<file path="config.mk">
export PLATFORM = sky130hd
export DESIGN_NAME = os_serial_rx
export DESIGN_NICKNAME = d
export VERILOG_FILES = /design/src/rtl/os_rx_pkg.sv /design/src/rtl/os_rx_sync.sv /design/src/rtl/os_rx_hunt.sv /design/src/rtl/os_rx_frame.sv /design/src/rtl/os_rx_hold.sv /design/src/rtl/os_serial_rx.sv
export SDC_FILE = /design/constraint.sdc
export NUM_CORES = 1
export LEC_CHECK = 0
export ABC_AREA = 0
export BUFFER_PORTS_ARGS = -buffer_cell sky130_fd_sc_hd__buf_2
export CAP_MARGIN = 20
export CORE_MARGIN = 3
export CORE_UTILIZATION = 50
export DETAILED_ROUTE_END_ITERATION = 7
export PLACE_DENSITY = 0.78
export SYNTH_ARGS = -nofsm -noshare
export SYNTH_HDL_FRONTEND = slang
export SYNTH_HIERARCHICAL = 1
export SYNTH_SLANG_ARGS = --single-unit
export TNS_END_PERCENT = 1
</file>
<file path="constraint.sdc">
create_clock -name clk -period 2.8 [get_ports clk]
set_input_delay 0.7 -clock clk [delete_from_list [all_inputs] [get_ports clk]]
set_output_delay 0.7 -clock clk [all_outputs]
set_load 0.01 [all_outputs]
</file>
<file path="src/rtl/os_rx_pkg.sv">
package os_rx_pkg;

   typedef enum logic [1:0] {
      ST_HUNT,
      ST_START,
      ST_DATA,
      ST_STOP
   } rx_state_e;

   function automatic logic maj3(input logic [2:0] v);
      return (v[0] & v[1]) | (v[0] & v[2]) | (v[1] & v[2]);
   endfunction

   function automatic logic split3(input logic [2:0] v);
      return (v != 3'b000) && (v != 3'b111);
   endfunction

endpackage

</file>
<file path="src/rtl/os_rx_sync.sv">
module os_rx_sync #(
   parameter int STAGES = 2
) (
   input  logic clk,
   input  logic rst_n,
   input  logic din,
   output logic dout
);

   generate
      if (STAGES == 0) begin : g_bypass
         assign dout = din;
      end else begin : g_chain
         logic [STAGES-1:0] q;
         always_ff @(posedge clk or negedge rst_n) begin
            if (!rst_n) begin
               q <= '1;
            end else begin
               q[0] <= din;
               for (int i = 1; i < STAGES; i++) q[i] <= q[i-1];
            end
         end
         assign dout = q[STAGES-1];
      end
   endgenerate

endmodule

</file>
<file path="src/rtl/os_rx_hunt.sv">
module os_rx_hunt (
   input  logic clk,
   input  logic rst_n,
   input  logic tick,
   input  logic line,
   output logic start_seen,
   output logic prev_s
);

   logic [2:0] hist;

   always_ff @(posedge clk or negedge rst_n) begin
      if (!rst_n)    hist <= 3'b000;
      else if (tick) hist <= {hist[1:0], line};
   end

   assign start_seen = tick && (hist == 3'b111) && !line;
   assign prev_s     = hist[0];

endmodule

</file>
<file path="src/rtl/os_rx_frame.sv">
module os_rx_frame
   import os_rx_pkg::*;
#(
   parameter int OVERSAMPLE = 16,
   parameter int DATA_BITS  = 8
) (
   input  logic                 clk,
   input  logic                 rst_n,
   input  logic                 tick,
   input  logic                 line,
   input  logic                 start_seen,
   input  logic                 prev_s,
   output logic                 done,
   output logic [DATA_BITS-1:0] byte_o,
   output logic                 noise_o,
   output logic                 ferr_o
);

   localparam int CW = $clog2(OVERSAMPLE + 1);
   localparam int BW = $clog2(DATA_BITS) + 1;
   localparam int V0 = OVERSAMPLE / 2;
   localparam int Q1 = 3;
   localparam int Q2 = 5;
   localparam int Q3 = 7;

   generate
      if (OVERSAMPLE < 12 || (OVERSAMPLE % 2) != 0) begin : g_bad_os
         $error("os_rx_frame: OVERSAMPLE must be even and at least 12");
      end
      if (DATA_BITS < 2) begin : g_bad_db
         $error("os_rx_frame: DATA_BITS must be at least 2");
      end
   endgenerate

   rx_state_e            st;
   logic [CW-1:0]        cnt, cur, edge_at;
   logic [1:0]           smp;
   logic                 voted, eseen, prev_bit;
   logic [DATA_BITS-1:0] shreg;
   logic [BW-1:0]        bitn;
   logic                 nacc;

   logic                 wrap, voted_eff, eseen_eff, in_bits;
   logic [2:0]           trio;
   logic                 vbit, vsplit, vote_now, grab_edge, resync;

   always_comb begin
      cur       = (cnt == CW'(OVERSAMPLE)) ? CW'(1) : cnt + CW'(1);
      wrap      = (cur == CW'(1));
      voted_eff = voted && !wrap;
      eseen_eff = eseen && !wrap;
      in_bits   = (st == ST_DATA) || (st == ST_STOP);
      trio      = {smp[0], smp[1], line};
      vbit      = maj3(trio);
      vsplit    = split3(trio);
      vote_now  = in_bits && (cur == CW'(V0 + 2)) && !voted_eff;
      grab_edge = in_bits && !voted_eff && !eseen_eff && prev_bit &&
                  prev_s && !line && (cur < CW'(V0));
      resync    = vote_now && prev_bit && !vbit && eseen_eff;
   end

   always_ff @(posedge clk or negedge rst_n) begin
      if (!rst_n) begin
         st       <= ST_HUNT;
         cnt      <= '0;
         edge_at  <= '0;
         smp      <= '0;
         voted    <= 1'b0;
         eseen    <= 1'b0;
         prev_bit <= 1'b0;
         shreg    <= '0;
         bitn     <= '0;
         nacc     <= 1'b0;
         done     <= 1'b0;
         byte_o   <= '0;
         noise_o  <= 1'b0;
         ferr_o   <= 1'b0;
      end else begin
         done <= 1'b0;
         if (tick) begin
            case (st)
               ST_HUNT: begin
                  if (start_seen) begin
                     st   <= ST_START;
                     cnt  <= CW'(1);
                     nacc <= 1'b0;
                  end
               end
               ST_START: begin
                  cnt <= cur;
                  if (cur == CW'(Q1)) smp[0] <= line;
                  if (cur == CW'(Q2)) smp[1] <= line;
                  if (cur == CW'(Q3)) begin
                     if (vbit) st <= ST_HUNT;
                     else      nacc <= vsplit;
                  end
                  if (cur == CW'(OVERSAMPLE)) begin
                     st       <= ST_DATA;
                     bitn     <= '0;
                     voted    <= 1'b0;
                     eseen    <= 1'b0;
                     prev_bit <= 1'b0;
                  end
               end
               default: begin
                  cnt <= resync ? CW'(V0 + 3) - edge_at : cur;
                  if (wrap) begin
                     voted <= 1'b0;
                     eseen <= 1'b0;
                  end
                  if (grab_edge) begin
                     eseen   <= 1'b1;
                     edge_at <= cur;
                  end
                  if (cur == CW'(V0))     smp[0] <= line;
                  if (cur == CW'(V0 + 1)) smp[1] <= line;
                  if (vote_now) begin
                     voted    <= 1'b1;
                     prev_bit <= vbit;
                     if (st == ST_DATA) begin
                        shreg <= {vbit, shreg[DATA_BITS-1:1]};
                        nacc  <= nacc | vsplit;
                        bitn  <= bitn + BW'(1);
                        if (bitn == BW'(DATA_BITS - 1)) st <= ST_STOP;
                     end else begin
                        done    <= 1'b1;
                        byte_o  <= shreg;
                        noise_o <= nacc | vsplit;
                        ferr_o  <= !vbit;
                        st      <= ST_HUNT;
                     end
                  end
               end
            endcase
         end
      end
   end

   // a qualified edge from the hunter always opens a start-bit window
   assert_hunt_launch_R1: assert property (@(posedge clk) disable iff (!rst_n)
      (st == ST_HUNT && start_seen) |=> (st == ST_START));

   // completion is a single-cycle event
   assert_done_pulse_R7: assert property (@(posedge clk) disable iff (!rst_n)
      done |=> !done);

endmodule

</file>
<file path="src/rtl/os_rx_hold.sv">
module os_rx_hold #(
   parameter int DATA_BITS = 8
) (
   input  logic                 clk,
   input  logic                 rst_n,
   input  logic                 load,
   input  logic [DATA_BITS-1:0] ld_data,
   input  logic                 ld_noise,
   input  logic                 ld_ferr,
   input  logic                 rd,
   input  logic                 irq_en,
   output logic [DATA_BITS-1:0] data,
   output logic                 full,
   output logic                 noise,
   output logic                 ferr,
   output logic                 overrun,
   output logic                 irq
);

   always_ff @(posedge clk or negedge rst_n) begin
      if (!rst_n) begin
         data    <= '0;
         full    <= 1'b0;
         noise   <= 1'b0;
         ferr    <= 1'b0;
         overrun <= 1'b0;
      end else begin
         if (rd) begin
            full    <= 1'b0;
            overrun <= 1'b0;
         end
         if (load) begin
            if (full && !rd) begin
               overrun <= 1'b1;
            end else begin
               data  <= ld_data;
               noise <= ld_noise;
               ferr  <= ld_ferr;
               full  <= 1'b1;
            end
         end
      end
   end

   assign irq = full & irq_en;

   assert_load_sets_full_R7: assert property (@(posedge clk) disable iff (!rst_n)
      load |=> full);

   assert_overrun_keeps_data_R10: assert property (@(posedge clk) disable iff (!rst_n)
      (load && full && !rd) |=> (overrun && $stable(data)));

   assert_read_empties_R9: assert property (@(posedge clk) disable iff (!rst_n)
      (rd && !load) |=> (!full && !overrun));

   assert_irq_needs_full_R8: assert property (@(posedge clk) disable iff (!rst_n)
      irq |-> full);

endmodule

</file>
<file path="src/rtl/os_serial_rx.sv">
module os_serial_rx #(
   parameter int OVERSAMPLE  = 16,
   parameter int DATA_BITS   = 8,
   parameter int SYNC_STAGES = 2
) (
   input  logic                 clk,
   input  logic                 rst_n,
   input  logic                 tick,
   input  logic                 rxd,
   input  logic                 rd_strobe,
   input  logic                 irq_en,
   output logic [DATA_BITS-1:0] rx_data,
   output logic                 rx_full,
   output logic                 irq,
   output logic                 noise_flag,
   output logic                 frame_err,
   output logic                 overrun
);

   logic                 line, start_seen, prev_s;
   logic                 done, f_noise, f_ferr;
   logic [DATA_BITS-1:0] f_byte;

   os_rx_sync #(.STAGES(SYNC_STAGES)) i_sync (
      .clk (clk),
      .rst_n (rst_n),
      .din (rxd),
      .dout (line)
   );

   os_rx_hunt i_hunt (
      .clk (clk),
      .rst_n (rst_n),
      .tick (tick),
      .line (line),
      .start_seen (start_seen),
      .prev_s (prev_s)
   );

   os_rx_frame #(.OVERSAMPLE(OVERSAMPLE), .DATA_BITS(DATA_BITS)) i_frame (
      .clk (clk),
      .rst_n (rst_n),
      .tick (tick),
      .line (line),
      .start_seen (start_seen),
      .prev_s (prev_s),
      .done (done),
      .byte_o (f_byte),
      .noise_o (f_noise),
      .ferr_o (f_ferr)
   );

   os_rx_hold #(.DATA_BITS(DATA_BITS)) i_hold (
      .clk (clk),
      .rst_n (rst_n),
      .load (done),
      .ld_data (f_byte),
      .ld_noise (f_noise),
      .ld_ferr (f_ferr),
      .rd (rd_strobe),
      .irq_en (irq_en),
      .data (rx_data),
      .full (rx_full),
      .noise (noise_flag),
      .ferr (frame_err),
      .overrun (overrun),
      .irq (irq)
   );

endmodule

</file>
Word level (Yosys, flattened, before mapping) --
Cells that the tools add are included.
Word-level totals: input bits 6, register bits 58, output and inout port bits 13
Operators by class: equality and inequality tests 24, bitwise gates (word level) 11, add/subtract/negate cells 3, reductions and logical operators 48, muxes and demuxes 45, order comparisons 1
Operators with widths (number):
- 4-bit AND reduction | 7
- 1-bit 2-to-1 mux | 24
- 1-bit logical AND | 17
- 5-bit by 4-bit equality test with 1-bit output (second input constant) | 3
- 5-bit 2-to-1 mux | 3
- 3-bit nonzero test | 5
- 2-bit 2-to-1 mux | 7
- 4-bit 2-to-1 mux | 3
- 6-bit AND reduction | 2
- 5-bit by 3-bit equality test with 1-bit output (second input constant) | 2
- 5-bit equality test (second input constant) | 2
- 2-bit by 1-bit inequality test with 1-bit output (second input constant) | 5
- 5-bit one-hot mux with 2 select lines | 1
- 1-bit one-hot mux with 2 select lines | 4
- 2-bit one-hot mux with 2 select lines | 2
- 4-bit one-hot mux with 2 select lines | 1
- 2-bit nonzero test | 4
- 1-bit zero test | 6
- 3-bit by 1-bit inequality test with 1-bit output (second input constant) | 2
- 5-bit by 1-bit adder with 5-bit output (second input constant) | 1
- 5-bit by 1-bit equality test with 1-bit output (second input constant) | 1
- 5-bit by 2-bit equality test with 1-bit output (second input constant) | 1
- 5-bit by 4-bit < comparator with 1-bit output (second input constant) | 1
- 5-bit AND reduction | 1
- 17 further kinds | 27

Logic depth before layout (Yosys ltp) --
depth in word-level cells 14, gate-level depth with buffers 9

Hierarchy --
Netlist, hierarchy kept.
Modules (own cells, without submodules):
- os_rx_frame | times used 1, cells each 230, area each 2414.8 µm², seq. area each 1026.0 µm²
- os_rx_hold | times used 1, cells each 28, area each 460.4 µm², seq. area each 300.3 µm²
- os_rx_hunt | times used 1, cells each 8, area each 131.4 µm², seq. area each 75.1 µm²
- os_rx_sync | times used 1, cells each 2, area each 52.6 µm², seq. area each 52.6 µm²

Worst setup path after synthesis --
Ideal clock, no wire load.
path type reg2reg, from reg i_frame.cnt[0], to reg i_frame.byte_o[0], stages on the path, launching flop included 9, buffers on the path 1, arrival time 2208 ps, period minus slack after synthesis 2336 ps, setup time 128 ps, path slack 464 ps, cell sequence dfrtp_1 ha_1 and2_4 mux2i_1 o221ai_2 nor3b_4 and3_1 buf_4 mux2_1
On the way: cells in the longest elaborated chain, start to end 8, elaborated cells between the ends (all ways) 11
Ends and longest elaborated chain:
- start: declaration | RTL line os_rx_frame.sv:36 | logic [CW-1:0] cnt, cur, edge_at;
- start signal: assignment | RTL line os_rx_frame.sv:90 | cnt <= cur;
- start signal: assignment | RTL line os_rx_frame.sv:106 | cnt <= resync ? CW'(V0 + 3) - edge_at : cur;
- 5-bit by 1-bit adder with 5-bit output / 5-bit equality test (equally long branches) | RTL line os_rx_frame.sv:48 | cur = (cnt == CW'(OVERSAMPLE)) ? CW'(1) : cnt + CW'(1);
- 5-bit 2-to-1 mux * | RTL line os_rx_frame.sv:48
- 5-bit by 1-bit equality test with 1-bit output | RTL line os_rx_frame.sv:49 | wrap = (cur == CW'(1));
- 1-bit zero test | RTL line os_rx_frame.sv:50 | voted_eff = voted && !wrap;
- 1-bit logical AND | RTL line os_rx_frame.sv:50
- 1-bit zero test | RTL line os_rx_frame.sv:56 | vote_now = in_bits && (cur == CW'(V0 + 2)) && !voted_eff;
- 1-bit logical AND * | RTL line os_rx_frame.sv:56
- 4-bit AND reduction (no source line) *
- end signal: assignment | RTL line os_rx_frame.sv:127 | byte_o <= shreg;
- end: declaration | RTL line os_rx_frame.sv:14 | output logic [DATA_BITS-1:0] byte_o,
Every way passes the cells marked *; elsewhere a longest branch is shown, timed or not. A chain may end at the register's enable or synchronous reset.

Worst setup path in the final report --
from reg i_frame.cnt[0], to reg i_frame.edge_at[2]
On the way: cells in the longest elaborated chain, start to end 13, elaborated cells between the ends (all ways) 17
Ends and longest elaborated chain:
- 5-bit by 1-bit adder with 5-bit output / 5-bit equality test (equally long branches) | RTL line os_rx_frame.sv:48
- 5-bit 2-to-1 mux * | RTL line os_rx_frame.sv:48
- 5-bit by 1-bit equality test with 1-bit output | RTL line os_rx_frame.sv:49
- 1-bit zero test | RTL line os_rx_frame.sv:50, os_rx_frame.sv:51
- 1-bit logical AND | RTL line os_rx_frame.sv:50
- 1-bit zero test | RTL line os_rx_frame.sv:57 | grab_edge = in_bits && !voted_eff && !eseen_eff && prev_bit &&
- 1-bit logical AND (4 in a row) | RTL line os_rx_frame.sv:57
- 1-bit logical AND (2 in a row) | RTL line os_rx_frame.sv:58 | prev_s && !line && (cur < CW'(V0));
- 3-bit AND reduction (no source line)
- end signal: assignment | RTL line os_rx_frame.sv:113 | edge_at <= cur;
- end: declaration | RTL line os_rx_frame.sv:36
Marked as above.

==> impl_metrics.py <==
metrics = {
    "clock_tree": {
        "cts.sinks": 58,
        "cts_tree": "built",
        "clock_latency_ns": 0.34,
        "postCtsSetupBuffers": 0,
        "path_clk_slew_ns": 0.06,
        "cts-root-buf": "clkbuf_8",
        "cts-buffers-inserted": 9,
        "h-tree-depth": 3,
        "cts.path.max_buffers": 2,
    },
    "run_status": {
        "status": "completed",
    },
    "power_and_ir_drop": {
        "p_switching_uw": 945,
        "sw_frac_of_total_pct": 34.5,
        "vdd_drop_max_mv": 0.548,
        "total_power_uw": 2740,
        "power_frac_comb_pct": 29.0,
        "power_frac_clock_pct": 31.9,
        "power.density_nw_per_um2": 786,
        "p_leak_uw": 0.00171,
        "intPower_uw": 1800,
        "pwr-share-seq_pct": 39.1,
    },
    "floorplan": {
        "io_pins": 19,
        "fp.dieW_um": 84.2,
        "design.die.area_um2": 7090,
        "row_count": 27,
        "dieHeight_um": 84.2,
        "coreArea_um2": 5710,
        "start_util_pct": 53.6,
    },
    "synth": {
        "synth-seq-cells": 58,
        "synth_fp_nets": 286,
        "synth-async-reset-ratio_pct": 100,
        "ys.warnings.count": 6,
        "synth_ff_type": "dfrtp_1",
        "seq_area_frac_synth_pct": 47.5,
        "syn_area_per_cell_um2": 11.4,
        "ys_top_cells_by_area": "dfrtp_1 46%, mux2_2 6.6%, mux2_1 6.3%",
        "synth_area_um2": 3060,
        "syn-instance-count": 268,
        "synth.top_cell.area_share_pct": 45.8,
        "synth_enable_flop_cells": 0,
        "synth_cell_types": 60,
        "synth_area_leader_cell": "dfrtp_1",
    },
    "cells_and_area": {
        "mostFrequentLayoutCell": "dfrtp_1",
        "antenna_cells": 0,
        "nets": 313,
        "fin_cells": 372,
        "final_cell_mix": "56 x dfrtp_1, 18 x mux2_2, 18 x buf_2",
        "final_core_util_pct": 61.1,
        "drive_gt1_share_pct": 26.3,
        "area_delta_synth_final_pct": 14.1,
    },
    "setup_path": {
        "worstSetupEndpointType": "register",
        "crit_arrival_ns": 2.85,
        "cp_data_required_time_ns": 3.02,
        "cp-start-kind": "register",
        "path_max_fanout": 6,
        "crit_type": "register to register",
        "cp_slowest_cell": "dfrtp_1",
        "path_cells": "ha_1 -> and2_4 -> mux2i_2 -> nor2_1 -> a31o_2 -> o2111ai_1 -> mux2_2",
        "slowest_delay_ns": 0.44,
    },
    "global_route": {
        "grt_max_degree": 32,
        "antenna_found_initial": 0,
        "grtUsageTotal_pct": 19.3,
        "grt_pass1_wl_mm": 10.9,
        "overflow": 0,
        "grt_pass1_vias": 2249,
    },
    "sta": {
        "period_minus_slack_ns": 2.63,
        "finalCritPeriodShare_pct": 94.0,
        "finalHoldViolations": 0,
        "worstMarginPinSlew_ns": 0.781,
        "skew_ns": 0.00797,
        "maxSlewHeadroom_pct": 47.7,
        "rsz0062_at_grt": "false",
        "setup_viol": 0,
        "drv_slew": 0,
        "fin_setup_tns_ns": 0,
        "timing.fmax_ghz": 0.380,
    },
    "place": {
        "hpwl_mm": 4.41,
        "gp_congestion": 0.915,
        "dp.cells": 356,
        "io_buffers": 18,
    },
    "route": {
        "antenna_left": 0,
        "dr_total_vias": 2165,
        "drt_pass1_iterations": 4,
        "routed_wl_mm": 6.10,
        "drcViolationCount": 0,
        "drtIter0Drc": 60,
        "via_per_inst": 5.82,
        "wl_per_cell_um": 16.4,
    },
    "flow_run": {
        "cap_violations": 0,
    },
    "hold_path": {
        "min_path_type": "register to register",
    },
}
-- cell families (layout without fill, tap and decap cells) --
logic type	after synthesis	after routing	share of synthesized area (%)
adders and majority gates	13	13	5.24
muxes	41	41	14.8
AOI/OAI and AO/OA	49	49	12.4
DFF	58	58	47.5
xor gates and xnor gates	6	6	1.72
buffers and inverters	23	55	3.56
and+or+nand+nor	78	78	14.7
-- metal layers --
metal	up-vias	wire length (µm)	GRT usage, %
met2	62	3040	32.9
li1	1026	-	-
met3	11	288	5.69
met5	-	0	0
met1	1066	2670	23.3
met4	0	108	6.43
-- per-stage QoR --
step	hold slack (ns)	instance area, µm²	worst slack, ns
2_1_floorplan	0.345	3060	0.464
6_report	0.357	3490	0.168
5_1_grt	0.359	3490	0.0161
3_3_place_gp	0.346	3250	0.230
3_5_place_dp	0.348	3250	0.0969
4_1_cts	0.358	3470	0.0614
-- worst max-delay path, delay by kind of cell (launching register included) --
family,cells,cell delay (ns)
simple gates,2,0.58
mux,2,0.56
flops,1,0.44
fa+ha+maj,1,0.29
compound gates,2,0.63
-- power groups by stage --
stage	Combinational, µW	Clock [µW]	Sequential (µW)
floorplan	667	0	1020
global placement	754	0	1070
detailed placement	773	0	1080
CTS	779	899	1070
global route	886	942	1090
finish	797	875	1070
-- state kept, by name, summed over array words and instances (netlist names), 2 cells and up --
| signal | count |
|---|---|
| i_frame/byte_o | 8 |
| i_frame/shreg | 8 |
| i_hold/data | 8 |
| i_frame/cnt | 5 |
| i_frame/edge_at | 5 |
| i_frame/bitn | 4 |
| i_hunt/hist | 3 |
| i_frame/smp | 2 |
| i_frame/st | 2 |
| i_sync/g_chain.q | 2 |
-- path summary, 6_finish.rpt --
path | cells past startpoint | to | slack [ns] | start
worst min-delay path | 0 | i_sync/g_chain.q[1] | 0.36 | i_sync/g_chain.q[0]
min in group asynchronous | 1 | i_hold/full | 0.38 | rst_n
worst max register to register | 7 | i_frame/edge_at[2] | 0.17 | i_frame/cnt[0]
worst min register to register | 0 | i_sync/g_chain.q[1] | 0.36 | i_sync/g_chain.q[0]
worst max-delay path | 7 | i_frame/edge_at[2] | 0.17 | i_frame/cnt[0]
max in group asynchronous | 2 | i_frame/nacc | 1.83 | rst_n
-- cell type report --
type                    count  area (µm²)
multi-input cells         187        1510
inverters                  14        52.6
flip-flops and latches     58        1450
clock inverters             6        88.8
repair buffers             25         155
fillers                   455        2220
clock buffers              10         138
well taps                  72        90.1
-- cells in the mapped netlist (3+ instances only) --
| cell type | n |
|---|---|
| xor2_1 | 4 |
| a211o_1 | 3 |
| nor2_1 | 16 |
| mux2_2 | 18 |
| buf_4 | 4 |
| nand2_1 | 17 |
| a21oi_1 | 7 |
| dfrtp_1 | 56 |
| o21ai_0 | 6 |
| inv_1 | 14 |
| a31oi_1 | 4 |
| and2_1 | 4 |
| ha_1 | 12 |
| nand3_1 | 5 |
| clkbuf_1 | 3 |
| mux2i_1 | 6 |
| and3_1 | 6 |
| mux2_1 | 17 |
| nor3_1 | 9 |
-- timing repair --
action,4_1_cts,5_1_grt
gates resized for setup,0,4
setup endpoints to repair,0,18
endpoints found under the hold margin,0,0
hold buffers,0,0
Power figures use the tool's default switching activity.
